$ cat config.mk
export PLATFORM = sky130hd
export DESIGN_NAME = rstc_top
export DESIGN_NICKNAME = d
export VERILOG_FILES = /design/src/rtl/rstc_pkg.sv /design/src/rtl/rstc_pin_filter.sv /design/src/rtl/rstc_pwrup_seq.sv /design/src/rtl/rstc_status.sv /design/src/rtl/rstc_top.sv
export SDC_FILE = /design/constraint.sdc
export NUM_CORES = 1
export LEC_CHECK = 0
export ABC_AREA = 1
export BUFFER_PORTS_ARGS = -buffer_cell sky130_fd_sc_hd__buf_4
export CAP_MARGIN = 5
export CELL_PAD_IN_SITES_DETAIL_PLACEMENT = 1
export CELL_PAD_IN_SITES_GLOBAL_PLACEMENT = 2
export CORE_ASPECT_RATIO = 1.1
export CORE_MARGIN = 2
export CORE_UTILIZATION = 32
export DETAILED_ROUTE_END_ITERATION = 12
export GPL_ROUTABILITY_DRIVEN = 0
export HOLD_SLACK_MARGIN = 0.03
export PLACE_DENSITY = 0.87
export SLEW_MARGIN = 20
export SYNTH_ARGS = -nofsm -noshare
export SYNTH_HDL_FRONTEND = slang
export SYNTH_SLANG_ARGS = --single-unit
$ cat constraint.sdc
create_clock -name clk -period 1.9 [get_ports clk]
set_input_delay 0.095 -clock clk [delete_from_list [all_inputs] [get_ports clk]]
set_output_delay 0.095 -clock clk [all_outputs]
set_load 0.05 [all_outputs]
$ cat src/rtl/rstc_pkg.sv
package rstc_pkg;

    localparam int NFLAG      = 9;
    localparam int F_POR      = 0;
    localparam int F_PIN_RUN  = 1;
    localparam int F_PIN_SLP  = 2;
    localparam int F_WDT_RUN  = 3;
    localparam int F_WDT_WAKE = 4;
    localparam int F_BOR      = 5;
    localparam int F_SWR      = 6;
    localparam int F_TRAP     = 7;
    localparam int F_ILLOP    = 8;

    typedef enum logic [1:0] {
        SEQ_SETTLE,
        SEQ_PWRT,
        SEQ_ALIGN,
        SEQ_RUN
    } seq_state_e;

    typedef struct packed {
        logic pin;
        logic wdt;
        logic bor;
        logic swr;
        logic trap;
        logic illop;
    } rst_req_t;

    // power-up time-out in milliseconds for each select code
    function automatic int unsigned pwrt_ms(input logic [1:0] sel);
        case (sel)
            2'd0:    return 0;
            2'd1:    return 4;
            2'd2:    return 16;
            default: return 64;
        endcase
    endfunction

    // cycles in the ~10 us bias-settle interval, never zero
    function automatic int unsigned settle_cycles(input int unsigned hz);
        int unsigned c;
        c = hz / 100000;
        return (c == 0) ? 1 : c;
    endfunction

    function automatic int unsigned ms_cycles(input int unsigned hz);
        int unsigned c;
        c = hz / 1000;
        return (c == 0) ? 1 : c;
    endfunction

endpackage

$ cat src/rtl/rstc_pin_filter.sv
module rstc_pin_filter #(
    parameter int FILT_LEN    = 4,
    parameter int SYNC_STAGES = 2
) (
    input  logic clk,
    input  logic por_i,
    input  logic pin_n_i,
    output logic pin_req_o
);
    localparam int CW = (FILT_LEN < 2) ? 1 : $clog2(FILT_LEN);
    localparam logic [CW-1:0] LAST = CW'(FILT_LEN - 1);

    logic [SYNC_STAGES-1:0] sync_q;
    logic [CW-1:0]          run_q;
    logic                   pin_low;

    always_ff @(posedge clk) begin
        if (por_i) begin
            sync_q <= '1;
        end else begin
            sync_q <= {sync_q[SYNC_STAGES-2:0], pin_n_i};
        end
    end

    assign pin_low = ~sync_q[SYNC_STAGES-1];

    always_ff @(posedge clk) begin
        if (por_i) begin
            run_q     <= '0;
            pin_req_o <= 1'b0;
        end else if (!pin_low) begin
            run_q     <= '0;
            pin_req_o <= 1'b0;
        end else if (run_q == LAST) begin
            pin_req_o <= 1'b1;
        end else begin
            run_q <= run_q + 1'b1;
        end
    end

endmodule

$ cat src/rtl/rstc_pwrup_seq.sv
module rstc_pwrup_seq
    import rstc_pkg::*;
#(
    parameter int SETTLE_CYC = 400,
    parameter int MS_CYC     = 40000
) (
    input  logic       clk,
    input  logic       por_i,
    input  logic [1:0] pwrt_sel_i,
    input  logic       req_any_i,
    output logic       sys_rst_o
);
    localparam int MAXP  = 64 * MS_CYC;
    localparam int MAXC  = (MAXP > SETTLE_CYC) ? MAXP : SETTLE_CYC;
    localparam int CNT_W = $clog2(MAXC + 1);
    localparam logic [CNT_W-1:0] SETTLE_LAST = CNT_W'(SETTLE_CYC - 1);

    seq_state_e       state_q;
    logic [CNT_W-1:0] cnt_q;
    logic [1:0]       sel_q;
    logic [1:0]       phase_q;
    logic [CNT_W-1:0] pwrt_len;
    logic             q1;

    assign pwrt_len = CNT_W'(pwrt_ms(sel_q) * MS_CYC);
    assign q1       = (phase_q == 2'd0);

    // free-running four-phase instruction cycle counter
    always_ff @(posedge clk) begin
        if (por_i) phase_q <= 2'd0;
        else       phase_q <= phase_q + 2'd1;
    end

    always_ff @(posedge clk) begin
        if (por_i) begin
            state_q <= SEQ_SETTLE;
            cnt_q   <= '0;
            sel_q   <= pwrt_sel_i;
        end else begin
            case (state_q)
                SEQ_SETTLE: begin
                    if (cnt_q == SETTLE_LAST) begin
                        cnt_q   <= '0;
                        state_q <= (pwrt_len == '0) ? SEQ_ALIGN : SEQ_PWRT;
                    end else begin
                        cnt_q <= cnt_q + 1'b1;
                    end
                end
                SEQ_PWRT: begin
                    if (cnt_q == pwrt_len - 1'b1) begin
                        cnt_q   <= '0;
                        state_q <= SEQ_ALIGN;
                    end else begin
                        cnt_q <= cnt_q + 1'b1;
                    end
                end
                SEQ_ALIGN: begin
                    if (!req_any_i && q1) state_q <= SEQ_RUN;
                end
                default: begin
                    if (req_any_i) state_q <= SEQ_ALIGN;
                end
            endcase
        end
    end

    assign sys_rst_o = (state_q != SEQ_RUN);

endmodule

$ cat src/rtl/rstc_status.sv
module rstc_status
    import rstc_pkg::*;
(
    input  logic             clk,
    input  logic             por_i,
    input  logic [NFLAG-1:0] set_i,
    input  logic             clr_wr_i,
    input  logic [NFLAG-1:0] clr_mask_i,
    output logic [NFLAG-1:0] flags_o
);
    for (genvar i = 0; i < NFLAG; i++) begin : g_flag
        always_ff @(posedge clk) begin
            if (por_i) begin
                flags_o[i] <= (i == F_POR);
            end else if (set_i[i]) begin
                flags_o[i] <= 1'b1;
            end else if (clr_wr_i && clr_mask_i[i]) begin
                flags_o[i] <= 1'b0;
            end
        end
    end

endmodule

$ cat src/rtl/rstc_top.sv
module rstc_top
    import rstc_pkg::*;
#(
    parameter int CLK_HZ      = 40_000_000,
    parameter int PIN_FILT    = 4,
    parameter int SYNC_STAGES = 2,
    parameter int CSW         = 3
) (
    input  logic             clk,
    input  logic             por_i,
    input  logic             pin_n_i,
    input  logic             bod_i,
    input  logic             bod_en_i,
    input  logic             wdt_to_i,
    input  logic             sleep_i,
    input  logic             swrst_i,
    input  logic             trap_i,
    input  logic             illop_i,
    input  logic [1:0]       pwrt_sel_i,
    input  logic [CSW-1:0]   clksrc_cfg_i,
    input  logic             clr_wr_i,
    input  logic [NFLAG-1:0] clr_mask_i,
    output logic             sys_rst_o,
    output logic [CSW-1:0]   clksrc_o,
    output logic [NFLAG-1:0] status_o
);
    localparam int SETTLE_CYC = settle_cycles(CLK_HZ);
    localparam int MS_CYC     = ms_cycles(CLK_HZ);

    logic             pin_req;
    rst_req_t         req;
    logic             req_any;
    logic [NFLAG-1:0] set_v;

    rstc_pin_filter #(
        .FILT_LEN    (PIN_FILT),
        .SYNC_STAGES (SYNC_STAGES)
    ) u_filt (
        .clk       (clk),
        .por_i     (por_i),
        .pin_n_i   (pin_n_i),
        .pin_req_o (pin_req)
    );

    always_comb begin
        req.pin   = pin_req;
        req.wdt   = wdt_to_i & ~sleep_i;
        req.bor   = bod_i & bod_en_i;
        req.swr   = swrst_i;
        req.trap  = trap_i;
        req.illop = illop_i;
    end

    assign req_any = |req;

    always_comb begin
        set_v             = '0;
        set_v[F_PIN_RUN]  = req.pin & ~sleep_i;
        set_v[F_PIN_SLP]  = req.pin & sleep_i;
        set_v[F_WDT_RUN]  = req.wdt;
        set_v[F_WDT_WAKE] = wdt_to_i & sleep_i;
        set_v[F_BOR]      = req.bor;
        set_v[F_SWR]      = req.swr;
        set_v[F_TRAP]     = req.trap;
        set_v[F_ILLOP]    = req.illop;
    end

    rstc_pwrup_seq #(
        .SETTLE_CYC (SETTLE_CYC),
        .MS_CYC     (MS_CYC)
    ) u_seq (
        .clk        (clk),
        .por_i      (por_i),
        .pwrt_sel_i (pwrt_sel_i),
        .req_any_i  (req_any),
        .sys_rst_o  (sys_rst_o)
    );

    rstc_status u_stat (
        .clk        (clk),
        .por_i      (por_i),
        .set_i      (set_v),
        .clr_wr_i   (clr_wr_i),
        .clr_mask_i (clr_mask_i),
        .flags_o    (status_o)
    );

    always_ff @(posedge clk) begin
        if (por_i) clksrc_o <= clksrc_cfg_i;
    end

endmodule

---- Yosys cells after proc, flatten, opt, wreduce, memory -nomap -nowiden ----
Cells that the tools add are included.
cells by class
  bitwise gates (word level) .............. 6
  multiply operators ...................... 1
  equal/unequal tests ..................... 11
  reduce and logical (&&, ||, !) cells .... 28
  mux-type cells .......................... 26
  $add $sub $neg .......................... 4
operators by type and width
  cell                                                    number
  2-to-1 mux 22 bit                                       2
  case mux 22 bit (2 select lines)                        1
  adder 22 x 1 -> 22 bit (second input constant)          1
  == test 22 bit                                          1
  == test 22 x 9 -> 1 bit (second input constant)         1
  logical NOT 22 bit                                      1
  subtractor 22 x 1 -> 22 bit (second input constant)     1
  case mux 7 bit (3 select lines)                         1
  nonzero test 2 bit                                      9
  multiplier 7 x 10 -> 16 bit (second input constant)     1
  2-to-1 mux 1 bit                                        16
  logical AND 1 bit                                       10
  2-to-1 mux 2 bit                                        5
  == test 2 bit (second input constant)                   3
  logical NOT 2 bit                                       3
  inequality test 2 x 1 -> 1 bit (second input constant)  3
  case mux 2 bit (3 select lines)                         1
  OR reduction 6 bit                                      1
  bitwise AND 1 bit                                       5
  adder 2 x 1 -> 2 bit (second input constant)            2
  == test 2 x 1 -> 1 bit (second input constant)          2
  AND reduction 4 bit                                     1
  nonzero test 4 bit                                      1
  inequality test 2 bit (second input constant)           1
  3 further kinds                                         3
storage, ports and cells
  logic and storage cells ................. 93
  flip-flop bits (word level) ............. 45
  bits of input ports ..................... 25
  output and inout bits ................... 13

---- Logic depth before layout (Yosys ltp) ----
Gate-level depths: netlist (run 1).
  word-level depth ........................ 7
  depth in mapped cells ................... 14
  mapped depth without buffers ............ 13

---- By module ----
A second synthesis (run 1) with hierarchy kept.
unflattened totals
  cell total of the unflattened synthesis .. 342
  area total of the unflattened synthesis .. 2471.1 µm²
modules (own cells, without submodules)
  module           sequential area each (µm²)  area each (µm²)  instances  cells an instance
  rstc_pwrup_seq   580.6                       1699.1           1          250
  rstc_status      180.2                       419.2            1          47
  rstc_pin_filter  100.1                       186.4            1          23
  rstc_top         90.1                        166.4            1          22

---- Worst setup path before layout (run 1) ----
OpenSTA, ideal clock, no wires.
  kind .................................... reg-to-reg
  start point ............................. reg u_seq.sel_q[0]
  end point ............................... reg u_seq.cnt_q[15]
  library setup time ...................... 0.114 ns
  data required time ...................... 1.786 ns
  cell stages (with the launch flop) ...... 13
  path slack .............................. 0.145 ns
  period minus slack after synthesis ...... 1.755 ns
  buffers on the path ..................... 1
  data arrival time ....................... 1.640 ns
  cell sequence ........................... edfxtp_1 > inv_1 > ha_1 > nand3b_1 > nand2_1 > nand2_1 > nor2_1 > nand2_1 > nand2_2 > nand2_2 > nand2_4 > buf_8 > nor2_1
on the way
  longest elaborated chain between the ends .. 7
  elaborated cells on any way between the ends .. 9
  those cells by class .................... add/sub: 1; mul: 1; eq/ne: 3; mux: 3; reduce/logical: 1
RTL lines
  what                                   line                  text
  start: declaration                     rstc_pwrup_seq.sv:20  logic [1:0] sel_q;
  start signal: assignment               rstc_pwrup_seq.sv:38  sel_q <= pwrt_sel_i;
  == test 2 bit (tied with other cells)  rstc_pkg.sv:32        case (sel)
  case mux 7 bit (3 select lines) (*)    rstc_pkg.sv:32
  multiplier 7 x 10 -> 16 bit (*)        rstc_pwrup_seq.sv:25  assign pwrt_len = CNT_W'(pwrt_ms(sel_q) * MS_CYC);
  subtractor 22 x 1 -> 22 bit (*)        rstc_pwrup_seq.sv:50  if (cnt_q == pwrt_len - 1'b1) begin
  == test 22 bit (*)                     rstc_pwrup_seq.sv:50
  2-to-1 mux 22 bit (*)                  rstc_pwrup_seq.sv:50
  case mux 22 bit (2 select lines) (*)   rstc_pwrup_seq.sv:40  case (state_q)
  end signal: assignment                 rstc_pwrup_seq.sv:46  cnt_q <= cnt_q + 1'b1;
  end signal: assignment                 rstc_pwrup_seq.sv:54  cnt_q <= cnt_q + 1'b1;
  end: declaration                       rstc_pwrup_seq.sv:19  logic [CNT_W-1:0] cnt_q;
Every way passes the cells marked *; elsewhere a longest branch is shown, timed or not.
A chain may end at the register's enable or synchronous reset.

---- Worst setup path in the final report (run 1) ----
  start point ............................. reg u_seq.sel_q[0]
  end point ............................... reg u_seq.cnt_q[5]
The elaborated chain is that of the path after synthesis.

==> results of run 1 <==
==> through the flow <==
stage / hold WS [ns] / util [%] / cells
2_1_floorplan: 0.164 / - / 336
3_3_place_gp: 0.273 / 37.9 / 460
3_5_place_dp: 0.275 / 37.9 / 460
4_1_cts: 0.0386 / 40.6 / 476
5_1_grt: 0.0563 / 41.9 / 480
6_report: 0.0391 / 41.9 / 480
==> cell type report <==
| type | count | area (um^2) |
|---|---|---|
| clock buffer | 8 | 111 |
| fill | 938 | 4320 |
| sequential | 45 | 951 |
| multi-input combinational | 249 | 1390 |
| timing repair buffer | 50 | 399 |
| inverter | 41 | 154 |
| tap | 87 | 109 |
==> registers in the layout (all words and copies together) (netlist names) <==
name              flops
u_seq.sel_q           2
u_seq.state_q         2
u_filt.sync_q         2
clksrc_o              3
u_filt.run_q          2
u_seq.cnt_q          22
u_filt.pin_req_o      1
u_stat.flags_o        9
u_seq.phase_q         2
==> synthesized netlist by cell type, drive strengths merged, types with 2 or more instances <==
cell type,count
o21ai,5
or2,4
nand2,100
nand4,4
xnor2,3
nor3,8
a21oi,16
nand3b,2
ha,12
inv,41
clkbuf,2
xor2,11
nand3,12
dfxtp,40
buf,2
nor2,65
edfxtp,5
==> worst paths after layout <==
kind	startpoint	slack (ns)	depth (start not counted)	endpoint
setup / recovery	u_seq.sel_q[0]	0.07	12	u_seq.cnt_q[5]
hold / removal	clr_mask_i[0]	0.04	4	u_stat.flags_o[0]
hold reg to reg	u_filt.sync_q[0]	0.42	1	u_filt.sync_q[1]
setup reg to reg	u_seq.sel_q[0]	0.07	12	u_seq.cnt_q[5]
==> cell families (layout without fill, tap and decap cells) <==
group,Yosys count,after routing,synth area share (%)
fa+ha+maj,12,12,6.16
flops,45,45,39.0
buf+inv,45,99,7.70
simple gates,196,199,36.5
mux,1,1,0.411
xor+xnor,14,14,5.03
compound gates,23,23,5.18
==> worst register-to-register path: cells and delay by family, from the launching register on <==
family	cells	cell delay [ns]
DFF	1	0.41
buffers and inverters	1	0.18
adders and majority gates	1	0.22
and+or+nand+nor	10	0.93
==> power by group <==
part / switching, W / leakage, nW / internal, W
clock: 0.000350 / 0.0566 / 0.000377
combinational: 0.000160 / 0.962 / 0.000117
sequential: 0.0000166 / 0.375 / 0.000991
total: 0.000527 / 1.39 / 0.00148
==> routing by layer <==
metal | up-vias | wire (um)
met1 | 1087 | 2910
met4 | 0 | 92
li1 | 1147 | -
met5 | - | 0
met2 | 45 | 3490
met3 | 7 | 233
==> what timing repair did <==
item | CTS | global route
resized for setup | 1 | 13
hold endpoints to repair | 8 | 0
hold buffers | 8 | 0
pin swaps | 0 | 2
setup buffers | 0 | 1
endpoints found under the setup margin | 20 | 22
cloned | 0 | 3
==> results.yml, run 1 <==
sta:
  finalSetupViolations: 0
  period_minus_slack_ns: 1.83
  fin_skew_ns: 0.00788
  fin_tns_setup_ns: 0
  worst_slack_ns: 0.0700
  rsz0062_at_grt: "yes"
  slew_violations: 0
  worst_pin_slew_ns: 0.604
  timing.final.crit_share_pct: 96.3
  fmax_ghz: 0.546
  maxSlewHeadroom_pct: 59.7
  finalHoldViolCount: 0
global_routing:
  grtUsageMet1_pct: 19.7
  grt-ovfl-total: 0
  grt_max_degree: 22
  grt_pass1_vias: 2417
  met2_usage_pct: 30.9
  gr-usage-all-layers_pct: 16.9
  grt_pass1_wl_um: 11000
  use_met3_pct: 3.29
  top_usage_layer: "met2"
  antenna_found_initial: 0
power_and_ir_drop:
  power.density_nw_per_um2: 645
  power.total_w: 0.00201
  power_leakage_nw: 1.39
  ir_drop_v: 0.000322
die:
  dieArea_um2: 8330
  fp.dieW_um: 87.2
  core_area_um2: 7430
  rows: 33
  ios: 38
  die_h_um: 95.5
  initial_core_util_pct: 32.8
clock_network:
  cts_sinks: 45
  htreeDepth: 2
  clockRootBuffer: "clkbuf_8"
  clk_latency_ns: 0.30
  cts_tree: "yes"
  path_clk_slew_ns: 0.09
  cts_made_buffers: 5
  cts_buffer_depth: 2
cells_and_area:
  design_area_um2: 3120
  diodes: 0
  finalNetCount: 429
  layout_common_cells: "nand2_1, nor2_1, buf_4, dfxtp_1, inv_1"
  final_common_cell: "nand2_1"
  drive_above_1_share_pct: 23.7
  area_growth_pct: 27.9
worst_setup_path:
  crit_chain: "buf_4, ha_1, nand2_1, nand2_1, nor2_2, nand2_1, nor2_1, nand2_1, nand2_2, nand2_4, nand2_4, nor2_1"
  critPathKind: "reg -> reg"
  path_max_fanout: 5
  crit_required_ns: 2.10
  arrival_ns: 2.03
  crit_family: "simple AND/OR/NAND/NOR gates"
  cp.buffers_inverters: 1
  slowest_stage: "edfxtp_1"
  end_kind: "register"
  cp-start-kind: "register"
  cpPeakStageDelay_ns: 0.41
  crit_top_cell: "nand2_1"
logic_synthesis:
  avgSynthCellArea_um2: 7.25
  synth_edf_count: 5
  synthTopCellsByArea: "dfxtp_1, nand2_1, nor2_1"
  netlist_area_um2: 2440
  synth_top_area_share_pct: 32.9
  ys_warn_count: 0
  yosysTopAreaCell: "dfxtp_1"
  synthCells: 336
  synthesis.nets: 373
  ys_types: 34
  synth_ff_type: "dfxtp_1"
  synth_seq_cells: 45
  ys_seq_area_share_pct: 39.0
  async_reset_ff_share_pct: 0
routing:
  viasPerCell: 4.76
  wl_per_cell_um: 14.0
  drt_iter0_drc: 56
  dr.pass1.iters: 4
  ant_nets: 0
  routed_wl_um: 6720
  drc: 0
  dr_total_vias: 2286
placement:
  io_buffers: 37
  dp_slack_ns: -0.0507
  dpl.hpwl_um: 4960
  place_area_um2: 2820
hold_path:
  hold_path.class: "in -> reg"
outcome:
  outcome: "finished clean"
flow_run:
  maxCapViolations: 0
(Power assumes the default switching activity.)
==> run 2, diff against run 1 <==
==> constraint.sdc (replaced) <==
create_clock -name clk -period 2.08 [get_ports clk]
set_input_delay 0.104 -clock clk [delete_from_list [all_inputs] [get_ports clk]]
set_output_delay 0.104 -clock clk [all_outputs]
set_load 0.05 [all_outputs]
==> results.yml, run 2 (synthesized netlist as in run 1, its figures left out) <==
cells_and_area:
  diodes: 0
  finalNetCount: 425
  reg_top3: "u_seq.cnt_q: 22 flops, u_stat.flags_o: 9 flops, clksrc_o: 3 flops"
  fillers: 936
  final_common_cell: "nand2_1"
  layout.cells.non_filler: 476
  layout_common_cells: "nand2_1, nor2_1, buf_4, dfxtp_1, inv_1"
  area_growth_pct: 25.0
  fin_util_pct: 41.0
  largest_reg_flops: 22
  drive_above_1_share_pct: 21.6
  largest_register: "u_seq.cnt_q"
global_routing:
  antenna_found_initial: 0
  top_usage_layer: "met2"
  grt_pass1_wl_um: 10500
  grt-ovfl-total: 0
  gr-usage-all-layers_pct: 16.3
  grt_max_degree: 22
  grtUsageMet1_pct: 18.3
  use_met3_pct: 3.55
  met2_usage_pct: 30.5
  grt_pass1_vias: 2294
die:
  core_area_um2: 7430
  die_h_um: 95.5
  initial_core_util_pct: 32.8
  dieArea_um2: 8330
  fp.dieW_um: 87.2
  rows: 33
  ios: 38
routing:
  dr_total_vias: 2251
  ant_nets: 0
  drc: 0
  wl_per_cell_um: 13.3
  dr.pass1.iters: 4
  drt_iter0_drc: 56
  routed_wl_um: 6350
  viasPerCell: 4.73
worst_setup_path:
  crit_required_ns: 2.28
  cp-start-kind: "register"
  end_kind: "register"
  critPathLaunch: "u_seq.sel_q[1]"
  path_max_fanout: 10
  critPathKind: "reg -> reg"
  rr_startpoint: "u_seq.sel_q[1]"
  arrival_ns: 2.12
sta:
  worst_pin_slew_ns: 0.452
  slew_violations: 0
  fin_tns_setup_ns: 0
  whs_ns: 0.0440
  maxSlewHeadroom_pct: 69.8
  fin_skew_ns: 0.00852
  fmax_ghz: 0.522
  finalSetupViolations: 0
  finalHoldViolCount: 0
  timing.final.crit_share_pct: 92.1
  period_minus_slack_ns: 1.92
  rsz0062_at_grt: "no"
clock_network:
  cts_tree: "yes"
  cts_sinks: 45
  cts_buffer_depth: 2
  clk_latency_ns: 0.31
  cts_made_buffers: 5
  htreeDepth: 2
  path_clk_slew_ns: 0.09
  clockRootBuffer: "clkbuf_8"
hold_path:
  min-delay-start: "clr_mask_i[0]"
  hold_path.class: "in -> reg"
power_and_ir_drop:
  power.total_w: 0.00186
  power_leakage_nw: 1.37
  power.density_nw_per_um2: 612
  ir_drop_v: 0.000305
placement:
  dpl.hpwl_um: 4950
  io_buffers: 37
  place_inst: 458
flow_run:
  maxCapViolations: 0
outcome:
  outcome: "finished clean"
[run 2: cell count changes in the layout (fill, tap and decap cells not counted), moves of 2 or more]
cell	previous run	this run
nand2_4	3	1
inv_1	33	35
nand3_2	3	1
ha_4	2	0
nand3_1	8	10
inv_2	8	6
[run 2: path summary, 6_finish.rpt]
path	to	cells after the start	slack, ns
worst max-delay path	u_seq.cnt_q[3]	13	0.16
worst min-delay path	u_stat.flags_o[0]	4	0.04
worst max register to register	u_seq.cnt_q[3]	13	0.16
worst min register to register	u_seq.phase_q[0]	1	0.41
[run 2: area by class of cell]
type | instances | area [um^2] | share of cell area, %
inverter | 41 | 154 | 5.05
tap | 87 | 109 | 3.57
timing repair buffer | 48 | 380 | 12.5
clock inverter | 3 | 48.8 | 1.60
clock buffer | 5 | 68.8 | 2.26
multi-input combinational | 247 | 1340 | 43.8
sequential | 45 | 951 | 31.2
[run 2: what timing repair did]
item / 4_1_cts / 5_1_grt
buffers inserted: 0 / 1
gates resized for setup: 1 / 4
gates cloned: 0 / 1
endpoints found under the hold margin: 8 / 0
hold buffers: 8 / 0
setup endpoints to repair: 18 / 20
[run 2: routing by layer]
layer,wire (um),vias up
li1,-,1142
met4,93,0
met2,3310,42
met1,2730,1060
met5,0,-
met3,221,7
[run 2: power by group]
group / internal [W] / switching (W)
Sequential: 0.000905 / 0.0000149
Combinational: 0.000102 / 0.000139
Clock: 0.000366 / 0.000338
Total: 0.00137 / 0.000491
[run 2: stage by stage]
| stage | cell area (um^2) | setup WS, ns |
|---|---|---|
| 3_3_place_gp | 2810 | 0.00664 |
| 3_5_place_dp | 2810 | -0.0363 |
| 6_report | 3050 | 0.164 |
| 5_1_grt | 3050 | 0.0264 |
| 4_1_cts | 3010 | 0.0245 |
| 2_1_floorplan | 2440 | 0.325 |
[run 2: critical path: stages, from the launching register on]
cell	delay, ns
edfxtp_1	0.43
inv_1	0.12
ha_2	0.24
inv_1	0.10
nand2_1	0.07
nand2_1	0.06
nor2_1	0.09
nand2_1	0.06
nor2_1	0.13
nand2_1	0.08
nand2_2	0.13
nand2_4	0.12
nand2_8	0.14
nor2_1	0.05
==> run 3, diff against run 2 <==
--- a/config.mk
+++ b/config.mk
@@ -5,18 +5,17 @@
 export SDC_FILE = /design/constraint.sdc
 export NUM_CORES = 1
 export LEC_CHECK = 0
-export ABC_AREA = 1
 export BUFFER_PORTS_ARGS = -buffer_cell sky130_fd_sc_hd__buf_4
 export CAP_MARGIN = 5
 export CELL_PAD_IN_SITES_DETAIL_PLACEMENT = 1
 export CELL_PAD_IN_SITES_GLOBAL_PLACEMENT = 2
 export CORE_ASPECT_RATIO = 1.1
 export CORE_MARGIN = 2
-export CORE_UTILIZATION = 32
+export CORE_UTILIZATION = 33
 export DETAILED_ROUTE_END_ITERATION = 12
 export GPL_ROUTABILITY_DRIVEN = 0
 export HOLD_SLACK_MARGIN = 0.03
-export PLACE_DENSITY = 0.87
+export PLACE_DENSITY = 0.84
 export SLEW_MARGIN = 20
 export SYNTH_ARGS = -nofsm -noshare
 export SYNTH_HDL_FRONTEND = slang
==> results.yml, run 3 <==
worst_setup_path:
  crit_family: "compound AO/OA/AOI/OAI gates"
  cpPeakStageDelay_ns: 0.47
  cp-start-kind: "register"
  path_max_fanout: 22
  critPathKind: "reg -> reg"
  slowest_stage: "or4_4"
  crit_chain: "inv_2, ha_4, or4_4, a211oi_2, a31oi_2, o21ai_2, buf_12, nor2_1"
  arrival_ns: 2.27
  end_kind: "register"
  cp.buffers_inverters: 2
  crit_required_ns: 2.27
logic_synthesis:
  synthCells: 228
  synth_seq_cells: 45
  synthTopCellsByCount: "dfxtp_1, nor2_1, nand2_1, xnor2_1, xor2_1"
  yosysMostFrequentCell: "dfxtp_1"
  synth_top_area_share_pct: 38.0
  ys_warn_count: 0
  yosysTopAreaCell: "dfxtp_1"
  synth_ff_type: "dfxtp_1"
  synthTopCellsByArea: "dfxtp_1, edfxtp_1, ha_1"
  async_reset_ff_share_pct: 0
  synth_edf_count: 5
  ys_types: 41
  netlist_area_um2: 2110
  ys_seq_area_share_pct: 45.1
  synthesis.nets: 265
  avgSynthCellArea_um2: 9.25
clock_network:
  clk_latency_ns: 0.30
  cts_made_buffers: 5
  path_clk_slew_ns: 0.09
  htreeDepth: 2
  cts_tree: "yes"
  cts_setup_buffers: 0
  cts_buffer_depth: 2
  clockRootBuffer: "clkbuf_8"
  cts_sinks: 45
cells_and_area:
  largest_register: "u_seq.cnt_q"
  reg_top3: "u_seq.cnt_q: 22 flops, u_stat.flags_o: 9 flops, clksrc_o: 3 flops"
  drive_above_1_share_pct: 27.6
  diodes: 0
  layout_common_cells: "buf_4, dfxtp_1, nor2_1, nand2_1"
  largest_reg_flops: 22
  area_growth_pct: 33.9
  final_common_cell: "buf_4"
  finalNetCount: 329
die:
  fp.dieW_um: 80.2
  dieArea_um2: 7040
  rows: 30
  initial_core_util_pct: 34.0
  core_area_um2: 6190
  ios: 38
  die_h_um: 87.8
flow_run:
  maxCapViolations: 0
sta:
  timing.final.crit_share_pct: 100
  fin_tns_setup_ns: -0.0174
  whs_ns: 0.0426
  maxSlewHeadroom_pct: 75.0
  period_minus_slack_ns: 2.09
  fmax_ghz: 0.479
  finalHoldViolCount: 0
  slew_violations: 0
  finalSetupViolations: 5
  rsz0062_at_grt: "yes"
  fin_skew_ns: 0.0126
  worst_pin_slew_ns: 0.371
  worst_slack_ns: -0.00729
power_and_ir_drop:
  p_int_w: 0.00125
  power_frac_clock_pct: 31.1
  switching_share_pct: 25.7
  comb_power_share_pct: 14.0
  ir_drop_v: 0.000398
  p_sw_w: 0.000432
  power_leakage_nw: 1.18
  power.density_nw_per_um2: 595
  power_frac_seq_pct: 54.9
routing:
  wl_per_cell_um: 13.5
  ant_nets: 0
  dr.pass1.iters: 4
  drt_iter0_drc: 27
  dr_total_vias: 1788
  viasPerCell: 4.79
  routed_wl_um: 5030
  drc: 0
global_routing:
  grt_pass1_wl_um: 8110
  grt_max_degree: 23
  gr-usage-all-layers_pct: 15.0
  grt-ovfl-total: 0
  antenna_found_initial: 0
  grt_pass1_vias: 1832
outcome:
  violations: "negative setup slack"
  outcome: "finished, violations left"
placement:
  dpl.hpwl_um: 3840
  io_buffers: 37
hold_path:
  hold_path.class: "in -> reg"
[run 3: worst min-delay path, delay by kind of cell]
family	cells	cell delay (ns)
buffers and inverters	1	0.09
and+or+nand+nor	1	0.08
AOI/OAI and AO/OA	1	0.03
[run 3: final timing paths]
check	start	to	slack [ns]	depth (start not counted)
min	swrst_i	u_stat.flags_o[6]	0.04	3
min reg2reg	u_filt.sync_q[0]	u_filt.sync_q[1]	0.42	1
max reg2reg	u_seq.sel_q[0]	u_seq.cnt_q[3]	-0.007	8
max	u_seq.sel_q[0]	u_seq.cnt_q[3]	-0.007	8
[run 3: metrics by stage]
stage          util, %  power [W]  std cells  setup WS (ns)  area, um^2
2_1_floorplan        -    0.00106        228       -0.00102        2110
3_3_place_gp      41.9    0.00115        357         0.0302        2600
3_5_place_dp      41.9    0.00115        357        -0.0276        2600
4_1_cts           44.6    0.00169        373        -0.0152        2760
5_1_grt           45.6    0.00176        373         -0.122        2820
6_report          45.6    0.00168        373       -0.00729        2820
[run 3: repair_timing]
item,CTS,global route
gates resized for setup,1,14
hold buffers,8,0
endpoints found under the setup margin,2,24
endpoints found under the hold margin,8,0
pin swaps,0,2
[run 3: layout make-up]
| cell class | instances | area (um^2) |
|---|---|---|
| fillers | 732 | 3370 |
| multi-input cells | 168 | 1150 |
| flip-flops and latches | 45 | 951 |
| repair buffers | 61 | 498 |
| well taps | 80 | 100 |
| clock buffers | 6 | 72.6 |
| inverters | 11 | 41.3 |
| clock inverters | 2 | 10.0 |
[run 3: logic make-up (layout without fill, tap and decap cells)]
| logic type | Yosys count | after routing | synth area share [%] |
|---|---|---|---|
| adder cells (fa/ha/maj) | 12 | 12 | 7.12 |
| XOR/XNOR | 26 | 26 | 10.8 |
| AND/OR/NAND/NOR | 105 | 105 | 25.2 |
| buffers and inverters | 15 | 80 | 3.03 |
| AO/OA/AOI/OAI | 24 | 24 | 8.25 |
| flip-flops | 45 | 45 | 45.1 |
| multiplexers | 1 | 1 | 0.475 |
[run 3: routing by layer]
layer  global-route usage (%)  wire length, um  up-vias
met5                        0                0        -
met4                     5.55               46        0
met3                     3.71              143        5
met2                     28.0             2820       23
met1                     16.3             2020      857
li1                         -                -      903
[run 3: power by group through the flow]
stage | registers, W | clock network [W] | logic [W]
3_5_place_dp | 0.000941 | 0 | 0.000211
2_1_floorplan | 0.000988 | 0 | 0.0000683
5_1_grt | 0.000925 | 0.000582 | 0.000257
3_3_place_gp | 0.000940 | 0 | 0.000207
4_1_cts | 0.000921 | 0.000550 | 0.000224
6_report | 0.000921 | 0.000523 | 0.000235
